--- src/rtl/vsink_pkg.sv ---
package vsink_pkg;

  typedef enum logic [1:0] {
    LK_LOCKED = 2'd0,
    LK_FLUSH  = 2'd1,
    LK_WAIT   = 2'd2
  } lock_st_e;

  // True when the markers of a beat agree with the raster position it lands on.
  function automatic logic marks_agree(input logic sof_mode, input logic tuser,
                                       input logic tlast, input logic first_px,
                                       input logic eol, input logic last_line);
    if (sof_mode) return (tuser == first_px) && (tlast == eol);
    else          return (tlast == (eol && last_line)) && (tuser == eol);
  endfunction

endpackage

--- src/rtl/vsink_timing.sv ---
module vsink_timing #(
  parameter int CW = 12
) (
  input  logic          clk,
  input  logic          rst_n,
  input  logic [CW-1:0] cfg_hact,
  input  logic [CW-1:0] cfg_hfp,
  input  logic [CW-1:0] cfg_hsw,
  input  logic [CW-1:0] cfg_hbp,
  input  logic [CW-1:0] cfg_vact,
  input  logic [CW-1:0] cfg_vfp,
  input  logic [CW-1:0] cfg_vsw,
  input  logic [CW-1:0] cfg_vbp,
  input  logic          cfg_sof_mode,
  output logic          act,
  output logic          hs,
  output logic          vs,
  output logic          at_first,
  output logic          at_eol,
  output logic          at_lastline,
  output logic          frame_end,
  output logic          mode_sof
);
  localparam logic [CW-1:0] ONE = CW'(1);

  logic [CW-1:0] hact_q, hfp_q, hsw_q, hbp_q, vact_q, vfp_q, vsw_q, vbp_q;
  logic          sof_q, run_q;
  logic [CW-1:0] hcnt_q, vcnt_q, hcnt_d, vcnt_d;
  logic [CW-1:0] htot, vtot, hs_beg, vs_beg;
  logic          line_end, last_line_cnt, load_en;

  always_comb begin
    htot          = hact_q + hfp_q + hsw_q + hbp_q;
    vtot          = vact_q + vfp_q + vsw_q + vbp_q;
    hs_beg        = hact_q + hfp_q;
    vs_beg        = vact_q + vfp_q;
    line_end      = (hcnt_q == htot - ONE);
    last_line_cnt = (vcnt_q == vtot - ONE);
    frame_end     = run_q && line_end && last_line_cnt;
    // mode registers load on the first running cycle and at every frame wrap
    load_en       = !run_q || frame_end;
    hcnt_d        = hcnt_q;
    vcnt_d        = vcnt_q;
    if (run_q) begin
      if (line_end) begin
        hcnt_d = '0;
        vcnt_d = last_line_cnt ? '0 : vcnt_q + ONE;
      end else begin
        hcnt_d = hcnt_q + ONE;
      end
    end
  end

  always_ff @(posedge clk or negedge rst_n) begin
    if (!rst_n) begin
      hact_q <= '0; hfp_q <= '0; hsw_q <= '0; hbp_q <= '0;
      vact_q <= '0; vfp_q <= '0; vsw_q <= '0; vbp_q <= '0;
      sof_q  <= 1'b0;
      run_q  <= 1'b0;
      hcnt_q <= '0;
      vcnt_q <= '0;
    end else begin
      if (load_en) begin
        hact_q <= cfg_hact; hfp_q <= cfg_hfp; hsw_q <= cfg_hsw; hbp_q <= cfg_hbp;
        vact_q <= cfg_vact; vfp_q <= cfg_vfp; vsw_q <= cfg_vsw; vbp_q <= cfg_vbp;
        sof_q  <= cfg_sof_mode;
      end
      run_q  <= 1'b1;
      hcnt_q <= hcnt_d;
      vcnt_q <= vcnt_d;
    end
  end

  always_comb begin
    act         = run_q && (hcnt_q < hact_q) && (vcnt_q < vact_q);
    hs          = run_q && (hcnt_q >= hs_beg) && (hcnt_q < hs_beg + hsw_q);
    vs          = run_q && (vcnt_q >= vs_beg) && (vcnt_q < vs_beg + vsw_q);
    at_first    = (hcnt_q == '0) && (vcnt_q == '0);
    at_eol      = (hcnt_q == hact_q - ONE);
    at_lastline = (vcnt_q == vact_q - ONE);
    mode_sof    = sof_q;
  end


  raster_range_chk: assert property (@(posedge clk) disable iff (!rst_n)
    run_q |-> ((hcnt_q < htot) && (vcnt_q < vtot)));


  frame_wrap_chk: assert property (@(posedge clk) disable iff (!rst_n)
    frame_end |=> ((hcnt_q == '0) && (vcnt_q == '0)));

endmodule

--- src/rtl/vsink_lock.sv ---
module vsink_lock
  import vsink_pkg::*;
#(
  parameter int GW = 8
) (
  input  logic          clk,
  input  logic          rst_n,
  input  logic          tvalid,
  input  logic          tuser,
  input  logic          tlast,
  output logic          tready,
  input  logic          act,
  input  logic          at_first,
  input  logic          at_eol,
  input  logic          at_lastline,
  input  logic          frame_end,
  input  logic          mode_sof,
  input  logic          clr,
  output logic          take,
  output logic          err_underrun,
  output logic [GW-1:0] glitch_count
);
  localparam logic [GW-1:0] GMAX = '1;
  localparam logic [GW-1:0] GONE = GW'(1);

  lock_st_e      st_q, st_d;
  logic          beat, pos_ok, resync, end_mark;
  logic          err_q, err_d;
  logic [GW-1:0] glitch_q, glitch_d;

  always_comb begin
    unique case (st_q)
      LK_LOCKED: tready = act;
      // SOF convention: hold back the start beat of the next frame
      LK_FLUSH:  tready = mode_sof ? !(tvalid && tuser) : 1'b1;
      default:   tready = 1'b0;
    endcase
    beat     = tvalid && tready;
    end_mark = mode_sof ? tuser : tlast;
    pos_ok   = marks_agree(mode_sof, tuser, tlast, at_first, at_eol, at_lastline);
    resync   = (st_q == LK_LOCKED) && beat && !pos_ok;
    take     = (st_q == LK_LOCKED) && beat && pos_ok;

    st_d = st_q;
    unique case (st_q)
      LK_LOCKED: if (resync) st_d = (!mode_sof && tlast) ? LK_WAIT : LK_FLUSH;
      LK_FLUSH:  if (tvalid && end_mark) st_d = LK_WAIT;
      default:   if (frame_end) st_d = LK_LOCKED;
    endcase

    // a new event in the clearing cycle still counts
    err_d    = (err_q && !clr) || (tready && !tvalid);
    glitch_d = clr ? '0 : glitch_q;
    if (resync && (glitch_d != GMAX)) glitch_d = glitch_d + GONE;
  end

  always_ff @(posedge clk or negedge rst_n) begin
    if (!rst_n) begin
      st_q     <= LK_LOCKED;
      err_q    <= 1'b0;
      glitch_q <= '0;
    end else begin
      st_q     <= st_d;
      err_q    <= err_d;
      glitch_q <= glitch_d;
    end
  end

  assign err_underrun = err_q;
  assign glitch_count = glitch_q;


  ready_window_chk: assert property (@(posedge clk) disable iff (!rst_n)
    tready |-> (act || (st_q == LK_FLUSH)));


  underrun_flag_chk: assert property (@(posedge clk) disable iff (!rst_n)
    (tready && !tvalid) |=> err_underrun);


  relock_at_origin_chk: assert property (@(posedge clk) disable iff (!rst_n)
    (($past(st_q) == LK_WAIT) && (st_q == LK_LOCKED)) |-> at_first);


  glitch_step_chk: assert property (@(posedge clk) disable iff (!rst_n)
    (glitch_q > $past(glitch_q)) |-> (($past(st_q) == LK_LOCKED) && (st_q != LK_LOCKED)));

endmodule

--- src/rtl/vsink_out.sv ---
module vsink_out #(
  parameter int PW = 24
) (
  input  logic          clk,
  input  logic          rst_n,
  input  logic          act,
  input  logic          hs,
  input  logic          vs,
  input  logic          take,
  input  logic [PW-1:0] tdata,
  output logic [PW-1:0] pix_data,
  output logic          pix_de,
  output logic          pix_hsync,
  output logic          pix_vsync
);
  logic [PW-1:0] pix_d;

  always_comb pix_d = take ? tdata : '0;

  always_ff @(posedge clk or negedge rst_n) begin
    if (!rst_n) begin
      pix_data  <= '0;
      pix_de    <= 1'b0;
      pix_hsync <= 1'b0;
      pix_vsync <= 1'b0;
    end else begin
      pix_data  <= pix_d;
      pix_de    <= act;
      pix_hsync <= hs;
      pix_vsync <= vs;
    end
  end


  black_blank_chk: assert property (@(posedge clk) disable iff (!rst_n)
    !pix_de |-> (pix_data == '0));

endmodule

--- src/rtl/pixel_sink_resync.sv ---
module pixel_sink_resync #(
  parameter int PW = 24,
  parameter int CW = 12,
  parameter int GW = 8
) (
  input  logic          clk,
  input  logic          arst_n,
  input  logic          s_tvalid,
  output logic          s_tready,
  input  logic [PW-1:0] s_tdata,
  input  logic          s_tuser,
  input  logic          s_tlast,
  input  logic [CW-1:0] cfg_hact,
  input  logic [CW-1:0] cfg_hfp,
  input  logic [CW-1:0] cfg_hsw,
  input  logic [CW-1:0] cfg_hbp,
  input  logic [CW-1:0] cfg_vact,
  input  logic [CW-1:0] cfg_vfp,
  input  logic [CW-1:0] cfg_vsw,
  input  logic [CW-1:0] cfg_vbp,
  input  logic          cfg_sof_mode,
  input  logic          stat_clr,
  output logic [PW-1:0] pix_data,
  output logic          pix_de,
  output logic          pix_hsync,
  output logic          pix_vsync,
  output logic          err_underrun,
  output logic [GW-1:0] glitch_count
);
  logic [1:0] rst_sync_q;
  logic       rst_n;
  logic       act, hs, vs, at_first, at_eol, at_lastline, frame_end, mode_sof, take;

  always_ff @(posedge clk or negedge arst_n) begin
    if (!arst_n) rst_sync_q <= '0;
    else         rst_sync_q <= {rst_sync_q[0], 1'b1};
  end
  assign rst_n = rst_sync_q[1];

  vsink_timing #(.CW(CW)) timing_i (
    .clk(clk), .rst_n(rst_n),
    .cfg_hact(cfg_hact), .cfg_hfp(cfg_hfp), .cfg_hsw(cfg_hsw), .cfg_hbp(cfg_hbp),
    .cfg_vact(cfg_vact), .cfg_vfp(cfg_vfp), .cfg_vsw(cfg_vsw), .cfg_vbp(cfg_vbp),
    .cfg_sof_mode(cfg_sof_mode),
    .act(act), .hs(hs), .vs(vs), .at_first(at_first), .at_eol(at_eol),
    .at_lastline(at_lastline), .frame_end(frame_end), .mode_sof(mode_sof)
  );

  vsink_lock #(.GW(GW)) lock_i (
    .clk(clk), .rst_n(rst_n),
    .tvalid(s_tvalid), .tuser(s_tuser), .tlast(s_tlast), .tready(s_tready),
    .act(act), .at_first(at_first), .at_eol(at_eol), .at_lastline(at_lastline),
    .frame_end(frame_end), .mode_sof(mode_sof), .clr(stat_clr),
    .take(take), .err_underrun(err_underrun), .glitch_count(glitch_count)
  );

  vsink_out #(.PW(PW)) out_i (
    .clk(clk), .rst_n(rst_n),
    .act(act), .hs(hs), .vs(vs), .take(take), .tdata(s_tdata),
    .pix_data(pix_data), .pix_de(pix_de), .pix_hsync(pix_hsync), .pix_vsync(pix_vsync)
  );


  taken_shown_chk: assert property (@(posedge clk) disable iff (!rst_n)
    take |=> pix_de);

endmodule

--- config.mk ---
export PLATFORM = sky130hd
export DESIGN_NAME = pixel_sink_resync
export DESIGN_NICKNAME = d
export VERILOG_FILES = /design/src/rtl/vsink_pkg.sv /design/src/rtl/vsink_timing.sv /design/src/rtl/vsink_lock.sv /design/src/rtl/vsink_out.sv /design/src/rtl/pixel_sink_resync.sv
export SDC_FILE = /design/constraint.sdc
export NUM_CORES = 1
export LEC_CHECK = 0
export ABC_CLOCK_PERIOD_IN_PS = 6200
export BUFFER_PORTS_ARGS = -buffer_cell sky130_fd_sc_hd__buf_2
export CAP_MARGIN = 20
export CORE_ASPECT_RATIO = 1.2
export CORE_UTILIZATION = 30
export DETAILED_ROUTE_END_ITERATION = 8
export PLACE_DENSITY = 0.53
export SLEW_MARGIN = 40
export SYNTH_ARGS = -nofsm -noshare
export SYNTH_HDL_FRONTEND = slang
export SYNTH_SLANG_ARGS = --single-unit
--- constraint.sdc ---
create_clock -name clk -period 6.2 [get_ports clk]
set_input_delay 1.24 -clock clk [delete_from_list [all_inputs] [get_ports clk]]
set_output_delay 1.24 -clock clk [all_outputs]
set_load 0.02 [all_outputs]
==> qor.yml <==
first_pass_iters: 5
cap_violations: 0
place_congestion: 0.822
yosys.area.top_type: "dfrtp_1"
clk_pin_slew_ns: 0.07
worstSkewPairLatency_ns: 0.45
wl_um: 34600
vdd_drop_max_mv: 0.205
cts_root_buffer: "clkbuf_16"
syn_area_per_cell_um2: 9.65
p_clk_share_pct: 16.4
fmax_mhz: 169
die-area_mm2: 0.0423
htree_levels: 4
clk_path_buf_depth: 2
synth_edf_count: 0
grt_max_degree: 69
layout_min_cycle_time_ns: 5.92
core_mm2: 0.0408
cpMostUsedCell: "a21o_1"
power_switching_share_pct: 44.0
hold_viol_final: 0
power_switching_mw: 2.75
netlist_instances: 1290
holdWs_ns: 0.329
slew_viol_final: 0
p_seq_share_pct: 21.0
std_cell_rows: 81
postSynth.asyncResetShare_pct: 100
avgRoutedWirePerCell_um: 17.0
hold_class: "flop to asynchronous set/reset pin"
route.detailed.drc: 0
relSlewSlack_pct: 39.9
yosysSeqAreaShare_pct: 32.6
yosys_warnings: 0
die_w_um: 188
power_density_mw_per_mm2: 415
gr-usage-all-layers_pct: 16.0
status: "finished, final reports clean"
start_util_pct: 30.5
finalSetupTns_ns: 0
netlist_area_mm2: 0.0124
drtAntennaViolNets: 0
critical-path-max-stage-delay_ns: 0.40
finalInstanceArea_mm2: 0.0151
hpwlAfterDp_um: 25900
numCtsBuffers: 17
cts_tree: "done"
grt_pass1_wl_um: 52600
ys_ff_latch: 162
p_leak_nw: 7.28
cp.required_ns: 6.54
io_pins: 164
final_common_cell: "buf_2"
fp.dieH_um: 225
ys.flop_type: "dfrtp_1"
synth.top_cell.area_share_pct: 32.6
layout_common_cells: "buf_2, dfrtp_1, ha_1"
diodes: 0
grt_pass1_vias: 9934
synth_cell_types: 75
finalCritPeriodShare_pct: 95.4
cp_slowest_cell: "dfrtp_1"
antenna_found_initial: 0
cp-start-kind: "flop"
setup_viol: 0
internal-power_mw: 3.50
nets: 1776
drt_iter0_drc: 345
layout-drive-gt1-share_pct: 26.4
arrival_ns: 6.26
n_fill_cell: 4154
overflow: 0
path_class: "flop to flop"
cts_sinks: 162
fin_skew_ns: 0.0142
port_buffers: 163
synthTopCellsByArea: "dfrtp_1, ha_1, mux2_2"
crit_path_max_fanout: 7
synthToLayoutAreaGrowth_pct: 21.2
worst_pin_slew_ns: 0.902
via_count: 9925
end_kind: "flop"
viasPerCell: 4.88
p_comb_share_pct: 62.6
place_area_mm2: 0.0140
-- stage by stage --
stage | power [mW] | worst slack [ns] | util [%] | std cells
floorplan | 4.14 | 0.255 | - | 1291
global placement | 4.88 | -0.0704 | 34.3 | 1983
detailed placement | 4.93 | -0.133 | 34.3 | 1983
CTS | 6.04 | 0.00256 | 35.7 | 2015
global route | 6.86 | -0.0297 | 36.9 | 2034
finish | 6.25 | 0.283 | 36.9 | 2034
-- layout make-up --
type | instances | area (um2) | share of cell area, %
multi-input cells | 944 | 7890 | 52.3
flip-flops and latches | 162 | 4060 | 26.9
repair buffers | 207 | 1350 | 8.93
well taps | 539 | 674 | 4.47
inverters | 150 | 563 | 3.73
clock buffers | 18 | 429 | 2.85
clock inverters | 14 | 120 | 0.796
-- worst max-delay path, delay by kind of cell (launching register included) --
| family | cells | cell delay, ns |
|---|---|---|
| compound gates | 8 | 1.69 |
| simple gates | 8 | 1.28 |
| fa+ha+maj | 4 | 0.91 |
| buf+inv | 4 | 0.63 |
| xor+xnor | 3 | 0.46 |
| mux | 2 | 0.41 |
| flops | 1 | 0.40 |
-- worst paths after layout --
| check | startpoint | endpoint | slack [ns] | depth (start not counted) |
|---|---|---|---|---|
| min in group clk | rst_sync_q[0] | rst_sync_q[1] | 0.35 | 0 |
| setup reg to reg | timing_i.hact_q[0] | timing_i.hact_q[4] | 0.28 | 29 |
| hold reg to reg | rst_sync_q[1] | timing_i.hact_q[1] | 0.33 | 0 |
| max in group asynchronous | rst_sync_q[1] | timing_i.vsw_q[1] | 4.84 | 1 |
| hold / removal | rst_sync_q[1] | timing_i.hact_q[1] | 0.33 | 0 |
| setup / recovery | timing_i.hact_q[0] | timing_i.hact_q[4] | 0.28 | 29 |
-- logic make-up (layout without fill, tap and decap cells) --
logic type      after synthesis  in the layout  share of synthesized area [%]
flops                       162            162                           32.6
mux                         103            103                           9.28
buf+inv                     188            389                           6.14
other cells                   1              2                         0.0301
fa+ha+maj                   168            168                           17.2
xor+xnor                    117            117                           8.34
compound gates              250            253                           13.3
simple gates                301            301                           13.1
-- power groups by stage --
stage / clock (mW) / sequential, mW / combinational, mW
3_5_place_dp: 0 / 1.34 / 3.60
5_1_grt: 1.10 / 1.34 / 4.42
3_3_place_gp: 0 / 1.34 / 3.55
4_1_cts: 1.06 / 1.32 / 3.66
2_1_floorplan: 0 / 1.26 / 2.88
6_report: 1.02 / 1.31 / 3.92
-- registers in the layout (all words and copies together), names as in the netlist, 2 cells and up --
register             count
out_i.pix_data          24
timing_i.hact_q         12
timing_i.hbp_q          12
timing_i.hcnt_q         12
timing_i.hfp_q          12
timing_i.hsw_q          12
timing_i.vact_q         12
timing_i.vbp_q          12
timing_i.vcnt_q         12
timing_i.vfp_q          12
timing_i.vsw_q          12
lock_i.glitch_count      8
lock_i.st_q              2
rst_sync_q               2
-- Yosys cell counts (3+ instances only) --
library cell	instances
dfrtp_1	162
ha_1	161
inv_1	150
mux2_2	99
xnor2_1	71
o21ai_0	57
a21oi_1	54
nand2_1	54
nor2_1	49
xor2_1	45
a21o_1	32
nand3_1	31
and2_1	28
nor4_1	23
clkbuf_1	22
nor3_1	21
nand2b_1	19
nor2b_1	17
a211oi_1	12
nand4_1	11
o211ai_1	11
or3_1	10
o21a_1	9
o21bai_1	9
a31oi_1	8
buf_2	8
o2111ai_1	8
o31ai_1	8
or2_2	7
and3_1	6
buf_6	6
fa_1	6
or4_1	6
nor4b_1	5
a21boi_0	4
a31o_2	4
mux2i_1	4
o31a_1	4
a22oi_1	3
a311oi_1	3
and3b_1	3
o221ai_1	3
-- what timing repair did --
| action | CTS | global route |
|---|---|---|
| buffers inserted | 0 | 5 |
| cloned | 0 | 13 |
| resized for setup | 3 | 44 |
| hold buffers | 0 | 0 |
| endpoints found under the setup margin | 102 | 122 |
| pin swaps | 0 | 14 |
-- layer usage --
metal | wire [um] | GRT usage (%) | part of all wire [%]
met5 | 0 | 0 | 0
met4 | 751 | 5.19 | 2.2
met3 | 1120 | 3.25 | 3.2
met2 | 18100 | 29.8 | 52
met1 | 14600 | 18.1 | 42
No activity file was read; power rests on OpenSTA's default activity.
